<file path="config.mk">
export PLATFORM = sky130hd
export DESIGN_NAME = lcd_sync_gen
export DESIGN_NICKNAME = d
export VERILOG_FILES = /design/src/rtl/lcd_sync_pkg.sv /design/src/rtl/lcd_pixclk_div.sv /design/src/rtl/lcd_axis_ctr.sv /design/src/rtl/lcd_power_seq.sv /design/src/rtl/lcd_sync_gen.sv
export SDC_FILE = /design/constraint.sdc
export NUM_CORES = 1
export LEC_CHECK = 0
export CAP_MARGIN = 10
export CORE_ASPECT_RATIO = 1.2
export CORE_UTILIZATION = 52
export DETAILED_ROUTE_END_ITERATION = 8
export PLACE_DENSITY = 0.78
export SLEW_MARGIN = 10
export SYNTH_ARGS = -nofsm -noshare
export SYNTH_HDL_FRONTEND = slang
export SYNTH_SLANG_ARGS = --single-unit
</file>
<file path="constraint.sdc">
create_clock -name clk -period 6 [get_ports clk]
set_clock_uncertainty 0.1 [all_clocks]
set_input_delay 1.2 -clock clk [delete_from_list [all_inputs] [get_ports clk]]
set_output_delay 1.2 -clock clk [all_outputs]
set_load 0.05 [all_outputs]
</file>
<file path="src/rtl/lcd_sync_pkg.sv">
// Package: shared types of the LCD sync timing generator.
// Assumes: nothing beyond IEEE 1800-2017.
package lcd_sync_pkg;

    // Power sequencer states.
    typedef enum logic [1:0] {
        PS_OFF   = 2'd0,
        PS_RUN   = 2'd1,
        PS_GUARD = 2'd2
    } pwr_state_t;

endpackage

</file>
<file path="src/rtl/lcd_pixclk_div.sv">
// Module: pixel clock enable divider.
// Produces a one-cycle tick every 2*(div_val+1) core cycles while run is
// high, or a tick on every cycle in bypass. The count restarts from zero
// whenever run is low, so the first pixel after power-up is a full period.
// Assumes: div_val may change at any time; the counter wraps at or above
// the new limit, so a shortened period never overruns.
module lcd_pixclk_div #(
    parameter int DIV_W = 8
) (
    input  logic             clk,
    input  logic             rst_n,
    input  logic             run,
    input  logic             bypass,
    input  logic [DIV_W-1:0] div_val,
    output logic             tick
);
    localparam int CNT_W = DIV_W + 1;

    logic [CNT_W-1:0] cnt;
    logic [CNT_W-1:0] limit;

    // Last count of a period: 2*div_val + 1.
    assign limit = {div_val, 1'b1};

    // Tick on the last count, or always when bypassed.
    assign tick = run && (bypass || (cnt == limit));

    // Period counter, held at zero while stopped or bypassed.
    always_ff @(posedge clk) begin
        if (!rst_n) begin
            cnt <= '0;
        end else if (!run || bypass) begin
            cnt <= '0;
        end else if (cnt >= limit) begin
            cnt <= '0;
        end else begin
            cnt <= cnt + CNT_W'(1);
        end
    end

endmodule

</file>
<file path="src/rtl/lcd_axis_ctr.sv">
// Module: one timing axis (horizontal in pixels or vertical in lines).
// Counts a period made of sync, back porch, active and front porch, in that
// order, and decodes the position into sync / active flags and an active
// index. Sync and active lengths are always encoded minus one; PORCH_M1
// picks whether the porch fields are minus-one encoded (1) or plain
// counts that may be zero (0).
// Assumes: FLD_W <= ACT_W so the period fits in ACT_W+2 bits; fields are
// stable while the axis counts (the top feeds it shadow registers).
module lcd_axis_ctr #(
    parameter int FLD_W    = 8,
    parameter int ACT_W    = 11,
    parameter bit PORCH_M1 = 1'b1
) (
    input  logic             clk,
    input  logic             rst_n,
    input  logic             clear,
    input  logic             step,
    input  logic [FLD_W-1:0] f_sync,
    input  logic [FLD_W-1:0] f_back,
    input  logic [FLD_W-1:0] f_front,
    input  logic [ACT_W-1:0] f_act,
    output logic             in_sync,
    output logic             in_act,
    output logic             at_first,
    output logic             at_last,
    output logic [ACT_W-1:0] idx
);
    localparam int POS_W = ACT_W + 2;

    logic [POS_W-1:0] pos;
    logic [POS_W-1:0] len_sync;
    logic [POS_W-1:0] len_back;
    logic [POS_W-1:0] len_front;
    logic [POS_W-1:0] len_act;
    logic [POS_W-1:0] act_lo;
    logic [POS_W-1:0] act_hi;
    logic [POS_W-1:0] total;
    logic [POS_W-1:0] idx_full;

    assign len_sync = POS_W'(f_sync) + POS_W'(1);
    assign len_act  = POS_W'(f_act) + POS_W'(1);

    // Porch encoding chosen by parameter.
    generate
        if (PORCH_M1) begin : g_porch_m1
            assign len_back  = POS_W'(f_back) + POS_W'(1);
            assign len_front = POS_W'(f_front) + POS_W'(1);
        end else begin : g_porch_plain
            assign len_back  = POS_W'(f_back);
            assign len_front = POS_W'(f_front);
        end
    endgenerate

    // Phase boundaries inside the period.
    assign act_lo = len_sync + len_back;
    assign act_hi = act_lo + len_act;
    assign total  = act_hi + len_front;

    // Position decode.
    assign in_sync  = (pos < len_sync);
    assign in_act   = (pos >= act_lo) && (pos < act_hi);
    assign at_first = (pos == '0);
    assign at_last  = (pos == total - POS_W'(1));
    assign idx_full = pos - act_lo;
    assign idx      = in_act ? idx_full[ACT_W-1:0] : '0;

    // Position counter: cleared when idle, wraps at the end of the period.
    always_ff @(posedge clk) begin
        if (!rst_n) begin
            pos <= '0;
        end else if (clear) begin
            pos <= '0;
        end else if (step) begin
            pos <= at_last ? '0 : pos + POS_W'(1);
        end
    end

endmodule

</file>
<file path="src/rtl/lcd_power_seq.sv">
// Module: guarded power sequencer.
// Leaves OFF when pwr_en is high (start pulses for that cycle). When pwr_en
// falls, the current frame finishes and then guard_frames further frames
// run; busy falls after the frame_end of the last one. pwr_en returning
// during the guard cancels the stop.
// Assumes: frame_end is a single-cycle pulse on the last pixel enable of a
// frame and is only produced while busy.
module lcd_power_seq
    import lcd_sync_pkg::*;
#(
    parameter int GUARD_W = 4
) (
    input  logic               clk,
    input  logic               rst_n,
    input  logic               pwr_en,
    input  logic [GUARD_W-1:0] guard_frames,
    input  logic               frame_end,
    output logic               busy,
    output logic               start
);
    pwr_state_t         state;
    logic [GUARD_W-1:0] gcnt;

    assign busy  = (state != PS_OFF);
    assign start = (state == PS_OFF) && pwr_en;

    // State and guard-frame countdown.
    always_ff @(posedge clk) begin
        if (!rst_n) begin
            state <= PS_OFF;
            gcnt  <= '0;
        end else begin
            unique case (state)
                PS_OFF: begin
                    if (pwr_en) begin
                        state <= PS_RUN;
                    end
                end
                PS_RUN: begin
                    if (!pwr_en) begin
                        if (frame_end) begin
                            if (guard_frames == '0) begin
                                state <= PS_OFF;
                            end else begin
                                state <= PS_GUARD;
                                gcnt  <= guard_frames - GUARD_W'(1);
                            end
                        end else begin
                            state <= PS_GUARD;
                            gcnt  <= guard_frames;
                        end
                    end
                end
                PS_GUARD: begin
                    if (pwr_en) begin
                        state <= PS_RUN;
                    end else if (frame_end) begin
                        if (gcnt == '0) begin
                            state <= PS_OFF;
                        end else begin
                            gcnt <= gcnt - GUARD_W'(1);
                        end
                    end
                end
                default: state <= PS_OFF;
            endcase
        end
    end

endmodule

</file>
<file path="src/rtl/lcd_sync_gen.sv">
// Module: LCD sync timing generator (top).
// Joins the pixel divider, the horizontal and vertical axis counters and
// the power sequencer. Timing, polarity and display fields are copied into
// shadow registers at power-up and at every frame end; the axes only see
// the shadows. Outputs are decoded from registered state.
// Assumes: V_FLD_W <= V_ACT_W and H_FLD_W <= H_ACT_W.
module lcd_sync_gen #(
    parameter int DIV_W   = 8,
    parameter int GUARD_W = 4,
    parameter int H_FLD_W = 8,
    parameter int H_ACT_W = 11,
    parameter int V_FLD_W = 8,
    parameter int V_ACT_W = 10,
    parameter int BPP_W   = 3
) (
    input  logic               clk,
    input  logic               rst_n,
    input  logic               pwr_en,
    input  logic [GUARD_W-1:0] guard_frames,
    input  logic [DIV_W-1:0]   div_val,
    input  logic               div_bypass,
    input  logic [H_FLD_W-1:0] hs_width_m1,
    input  logic [H_FLD_W-1:0] hbp_m1,
    input  logic [H_FLD_W-1:0] hfp_m1,
    input  logic [H_ACT_W-1:0] h_act_m1,
    input  logic [V_FLD_W-1:0] vs_width_m1,
    input  logic [V_FLD_W-1:0] vbp_lines,
    input  logic [V_FLD_W-1:0] vfp_lines,
    input  logic [V_ACT_W-1:0] v_act_m1,
    input  logic               hsync_inv,
    input  logic               vsync_inv,
    input  logic               tft_sel,
    input  logic [BPP_W-1:0]   bpp_sel,
    output logic               pix_en,
    output logic               hsync,
    output logic               vsync,
    output logic               de,
    output logic [H_ACT_W-1:0] pix_x,
    output logic [V_ACT_W-1:0] line_y,
    output logic               frame_start,
    output logic               busy,
    output logic               disp_tft,
    output logic [BPP_W-1:0]   disp_bpp
);
    // Shadow copies of the programmed fields.
    logic [H_FLD_W-1:0] sh_hs, sh_hb, sh_hf;
    logic [H_ACT_W-1:0] sh_ha;
    logic [V_FLD_W-1:0] sh_vs, sh_vb, sh_vf;
    logic [V_ACT_W-1:0] sh_va;
    logic               sh_hinv, sh_vinv, sh_tft;
    logic [BPP_W-1:0]   sh_bpp;

    logic               pw_start;
    logic               frame_end;
    logic               shadow_load;
    logic               h_in_sync, h_in_act, h_first, h_last;
    logic               v_in_sync, v_in_act, v_first, v_last;
    logic [H_ACT_W-1:0] h_idx;
    logic [V_ACT_W-1:0] v_idx;

    lcd_power_seq #(
        .GUARD_W(GUARD_W)
    ) u_pwr (
        .clk         (clk),
        .rst_n       (rst_n),
        .pwr_en      (pwr_en),
        .guard_frames(guard_frames),
        .frame_end   (frame_end),
        .busy        (busy),
        .start       (pw_start)
    );

    lcd_pixclk_div #(
        .DIV_W(DIV_W)
    ) u_div (
        .clk    (clk),
        .rst_n  (rst_n),
        .run    (busy),
        .bypass (div_bypass),
        .div_val(div_val),
        .tick   (pix_en)
    );

    // Horizontal axis: every field minus-one encoded.
    lcd_axis_ctr #(
        .FLD_W   (H_FLD_W),
        .ACT_W   (H_ACT_W),
        .PORCH_M1(1'b1)
    ) u_hax (
        .clk     (clk),
        .rst_n   (rst_n),
        .clear   (!busy),
        .step    (pix_en),
        .f_sync  (sh_hs),
        .f_back  (sh_hb),
        .f_front (sh_hf),
        .f_act   (sh_ha),
        .in_sync (h_in_sync),
        .in_act  (h_in_act),
        .at_first(h_first),
        .at_last (h_last),
        .idx     (h_idx)
    );

    // Vertical axis: porches are plain line counts.
    lcd_axis_ctr #(
        .FLD_W   (V_FLD_W),
        .ACT_W   (V_ACT_W),
        .PORCH_M1(1'b0)
    ) u_vax (
        .clk     (clk),
        .rst_n   (rst_n),
        .clear   (!busy),
        .step    (pix_en && h_last),
        .f_sync  (sh_vs),
        .f_back  (sh_vb),
        .f_front (sh_vf),
        .f_act   (sh_va),
        .in_sync (v_in_sync),
        .in_act  (v_in_act),
        .at_first(v_first),
        .at_last (v_last),
        .idx     (v_idx)
    );

    assign frame_end   = pix_en && h_last && v_last;
    assign shadow_load = pw_start || frame_end;

    // Shadow register capture at frame boundaries.
    always_ff @(posedge clk) begin
        if (!rst_n) begin
            sh_hs   <= '0;
            sh_hb   <= '0;
            sh_hf   <= '0;
            sh_ha   <= '0;
            sh_vs   <= '0;
            sh_vb   <= '0;
            sh_vf   <= '0;
            sh_va   <= '0;
            sh_hinv <= 1'b0;
            sh_vinv <= 1'b0;
            sh_tft  <= 1'b0;
            sh_bpp  <= '0;
        end else if (shadow_load) begin
            sh_hs   <= hs_width_m1;
            sh_hb   <= hbp_m1;
            sh_hf   <= hfp_m1;
            sh_ha   <= h_act_m1;
            sh_vs   <= vs_width_m1;
            sh_vb   <= vbp_lines;
            sh_vf   <= vfp_lines;
            sh_va   <= v_act_m1;
            sh_hinv <= hsync_inv;
            sh_vinv <= vsync_inv;
            sh_tft  <= tft_sel;
            sh_bpp  <= bpp_sel;
        end
    end

    // Output decode; idle levels follow the live polarity inputs.
    always_comb begin
        if (busy) begin
            hsync  = h_in_sync ^ sh_hinv;
            vsync  = v_in_sync ^ sh_vinv;
            de     = h_in_act && v_in_act;
            pix_x  = h_idx;
            line_y = v_idx;
        end else begin
            hsync  = hsync_inv;
            vsync  = vsync_inv;
            de     = 1'b0;
            pix_x  = '0;
            line_y = '0;
        end
    end

    assign frame_start = pix_en && h_first && v_first;
    assign disp_tft    = sh_tft;
    assign disp_bpp    = sh_bpp;

endmodule

</file>
==> results.tsv <==
metric	value	unit
synthesis-to-finish area growth	45.0	%
Yosys cell types	73	
failing checks	setup timing	
worst skew pair latency	0.44	ns
vias in the first global route	10100	
routability congestion estimate	0.926	
Hold Path Depth	1	
Final min period	6.71	ns
CP Data Required Time	6.19	ns
cell area after synthesis	0.0102	mm²
die area	0.0201	mm²
Final Worst Setup Slack	-0.707	ns
final wirelength	37000	µm
slowest cell delay on critical path	0.54	ns
final setup fails	127	
row cnt	55	
Placement Setup Slack	-0.234	ns
mean post-synth cell area	8.17	µm²
Levels on crit path	27	
Post-Syn Nets	1483	
Post-DP HPWL	20900	µm
I/O Buffers	121	
WP buf/inv	5	
Primary FF master, synth	dfxtp_1	
Post-CTS Hold Fix Bufs	0	
final net count	1730	
final hold violation count	0	
max_cap viols	0	
CP Class	flip-flop to flip-flop	
H-tree depth	4	
worst hold path class	flip-flop to flip-flop	
Final ANT Viol Nets	0	
Worst Path Max Fanout	7	
maximum VDD drop	0.242	mV
Tcrit/Tclk final	112	%
core area	0.0190	mm²
asr flop ratio synth	0	%
Pwr Density	264	mW/mm²
average via count per standard cell	6.13	
CTS tree	yes	
crit path launch type	flip-flop	
crit path DAT	6.89	ns
Initial Util	53.5	%
total CTS buffers	17	
initial antenna violation count	0	
fmax	149	MHz
synth warn	0	
Seq cells post-synth	115	
DR WL/cell	21.0	µm
share of post-route cells with drive strength above 1	23.6	%
die width	130	µm
Slew headroom	23.2	%
Sink Count	115	
CP max-delay cell	or4_4	
outcome	finished, violations left	
GRT Util Overall	30.3	%
R2R depth	27	
Slew @ Worst Pin	1.15	ns
DR vias	10800	
Fillers	1134	
final max-slew violation count	0	
Clock Tree Buf Depth	2	
Antenna Cells	0	
drt first-iter violations	906	
# DRC	0	
remaining global-route overflow	0	
DR pass1 iterations	5	
Root Driver	clkbuf_16	
cells after synthesis	1243	
design area	0.0147	mm²
Post-synth EDFFs	0	
CTS clock-pin slew for the worst setup and hold paths	0.06	ns
setup TNS	-64.25	ns
CP delay by family, top	simple AND/OR/NAND/NOR gates	
Leakage	6.79	nW
RSZ-0062 raised after global routing	true	
die height	155	µm
CP endpoint kind	flip-flop	
sequential fraction of the synthesis area	22.7	%
Cell Area, Placed	0.0125	mm²
# IOs	122	
pin count of the biggest net entering global routing	80	
first-pass GRT wire length	47900	µm
==> where the power goes <==
group          total, mW  internal, mW  switching (mW)  leakage [nW]
Clock               1.08         0.632           0.451         0.302
Sequential         0.834         0.798          0.0360         0.942
Combinational       1.97         0.956            1.02          5.54
==> cell usage after synthesis (all sizes together) (2+ instances only) <==
cell	count	area (µm²)
a21o	29	218
a211oi	6	50.1
o21a	30	225
o21ai	40	204
and3	17	106
or2	4	27.5
o21bai	14	105
nor3	16	80.1
inv	135	507
o211ai	11	92.6
a2111oi	2	17.5
nand4b	2	17.5
or4	5	41.3
nand4	22	138
nor3b	2	15.0
nand3b	3	22.5
a31oi	4	25.0
buf	11	91.3
clkbuf	23	86.3
nand3	28	140
nor4	16	100
mux2i	78	781
fa	8	160
nor2	159	597
nand2b	19	119
nor2b	16	100
xor2	51	447
o22ai	3	18.8
a221oi	2	41.3
a31o	2	17.5
a21boi	6	45.1
or3	7	43.8
and2	6	40.0
xnor2	71	622
o2111ai	4	35.0
dfxtp	115	2300
ha	141	1760
nand2	51	191
a21oi	63	319
==> routing by layer <==
layer  vias to the layer above  global-route usage, %  part of all wire (%)
li1                       4802                      -                     -
met1                      5136                   31.9                    35
met2                       608                   56.0                    50
met3                       240                   5.50                   7.5
met4                         0                   16.6                   7.0
met5                         -                      0                     0
==> worst register-to-register path, stage by stage (launching register included) <==
cell and delay, ns:
dfxtp_4 0.42, and3_1 0.25, and3_1 0.22, nand3_1 0.14
xnor2_2 0.41, ha_1 0.36, a21oi_1 0.18, xnor2_1 0.19
ha_1 0.34, buf_4 0.17, nor2b_1 0.12, a22oi_1 0.18
o31a_1 0.21, buf_4 0.15, nand3_2 0.12, ha_4 0.27
a21o_1 0.24, o2111a_1 0.20, a211oi_4 0.29, xnor2_2 0.13
or4_4 0.54, or3_4 0.39, a21boi_4 0.17, buf_12 0.20
buf_6 0.13, buf_8 0.13, mux2i_4 0.23, nor2_1 0.07
==> stage by stage <==
stage | util (%) | power (mW) | std cells | hold WS [ns]
2_1_floorplan | - | 2.01 | 1243 | 0.348
3_3_place_gp | 65.9 | 2.43 | 1674 | 0.363
3_5_place_dp | 65.9 | 2.47 | 1674 | 0.361
4_1_cts | 72.4 | 3.64 | 1730 | 0.369
5_1_grt | 77.6 | 4.09 | 1759 | 0.412
6_report | 77.6 | 3.89 | 1759 | 0.396
==> state kept, by name, summed over array words and instances, names as in the netlist, 2 cells and up <==
name / cells
sh_vb: 8
sh_va: 10
u_pwr.gcnt: 4
disp_bpp: 3
sh_ha: 11
sh_hs: 8
u_vax.pos: 12
sh_vf: 8
u_pwr.state: 2
sh_hb: 8
u_hax.pos: 13
u_div.cnt: 9
sh_vs: 8
sh_hf: 8
==> cell type report <==
| cell class | count | area [µm²] | share of cell area [%] |
|---|---|---|---|
| clock buffer | 17 | 425 | 2.89 |
| clock inverter | 15 | 184 | 1.25 |
| inverter | 135 | 512 | 3.47 |
| multi-input combinational | 960 | 8170 | 55.4 |
| sequential | 115 | 2310 | 15.7 |
| tap | 256 | 320 | 2.17 |
| timing repair buffer | 261 | 2810 | 19.1 |
==> path summary, 6_finish.rpt <==
path / slack (ns) / start / endpoint
hold / removal: 0.40 / u_pwr.state[0] / u_pwr.state[0]
setup reg to reg: -0.71 / sh_hs[2] / sh_ha[2]
setup / recovery: -0.71 / sh_hs[2] / sh_ha[2]
hold reg to reg: 0.40 / u_pwr.state[0] / u_pwr.state[0]
==> what timing repair did <==
item                                    in CTS  in global routing
setup buffers                               19                 26
gates resized for setup                     71                146
pin swaps                                   31                 66
cloned                                       6                  6
endpoints found under the setup margin     112                127
==> kinds of logic (layout without fill, tap and decap cells) <==
kind of cell,Yosys count,in the layout,synth area share (%)
mux,79,79,7.79
simple gates,376,377,17.8
flops,115,115,22.7
fa+ha+maj,150,150,19.0
xor+xnor,122,122,10.5
compound gates,232,232,15.5
buf+inv,169,428,6.74
==> cell usage in the layout (no fill, tap or decap), types with 6 or more instances in the layout <==
cell,synthesis,routed
a21oi_2,1,17
o21ai_0,38,30
nand2b_1,19,18
xnor2_2,0,11
buf_6,5,23
nand3_1,28,24
nand2_1,51,46
buf_8,0,10
inv_6,0,6
nor2b_1,16,16
mux2i_1,78,74
nor4_1,16,11
xor2_1,51,46
a21o_1,29,29
ha_1,141,124
nor2_4,0,16
o21bai_1,14,12
buf_4,2,99
clkdlybuf4s50_1,0,99
o211ai_1,9,9
buf_12,0,20
nor3_4,0,10
inv_1,134,128
o21a_1,30,30
nand4_1,22,22
clkbuf_16,0,22
o21ai_1,1,6
dfxtp_1,115,111
xnor2_1,71,59
nor2_1,159,141
a21oi_1,62,45
ha_4,0,12
and3_1,17,14
nor3_1,16,6
Note: power is estimated with default switching activity, not from simulation.
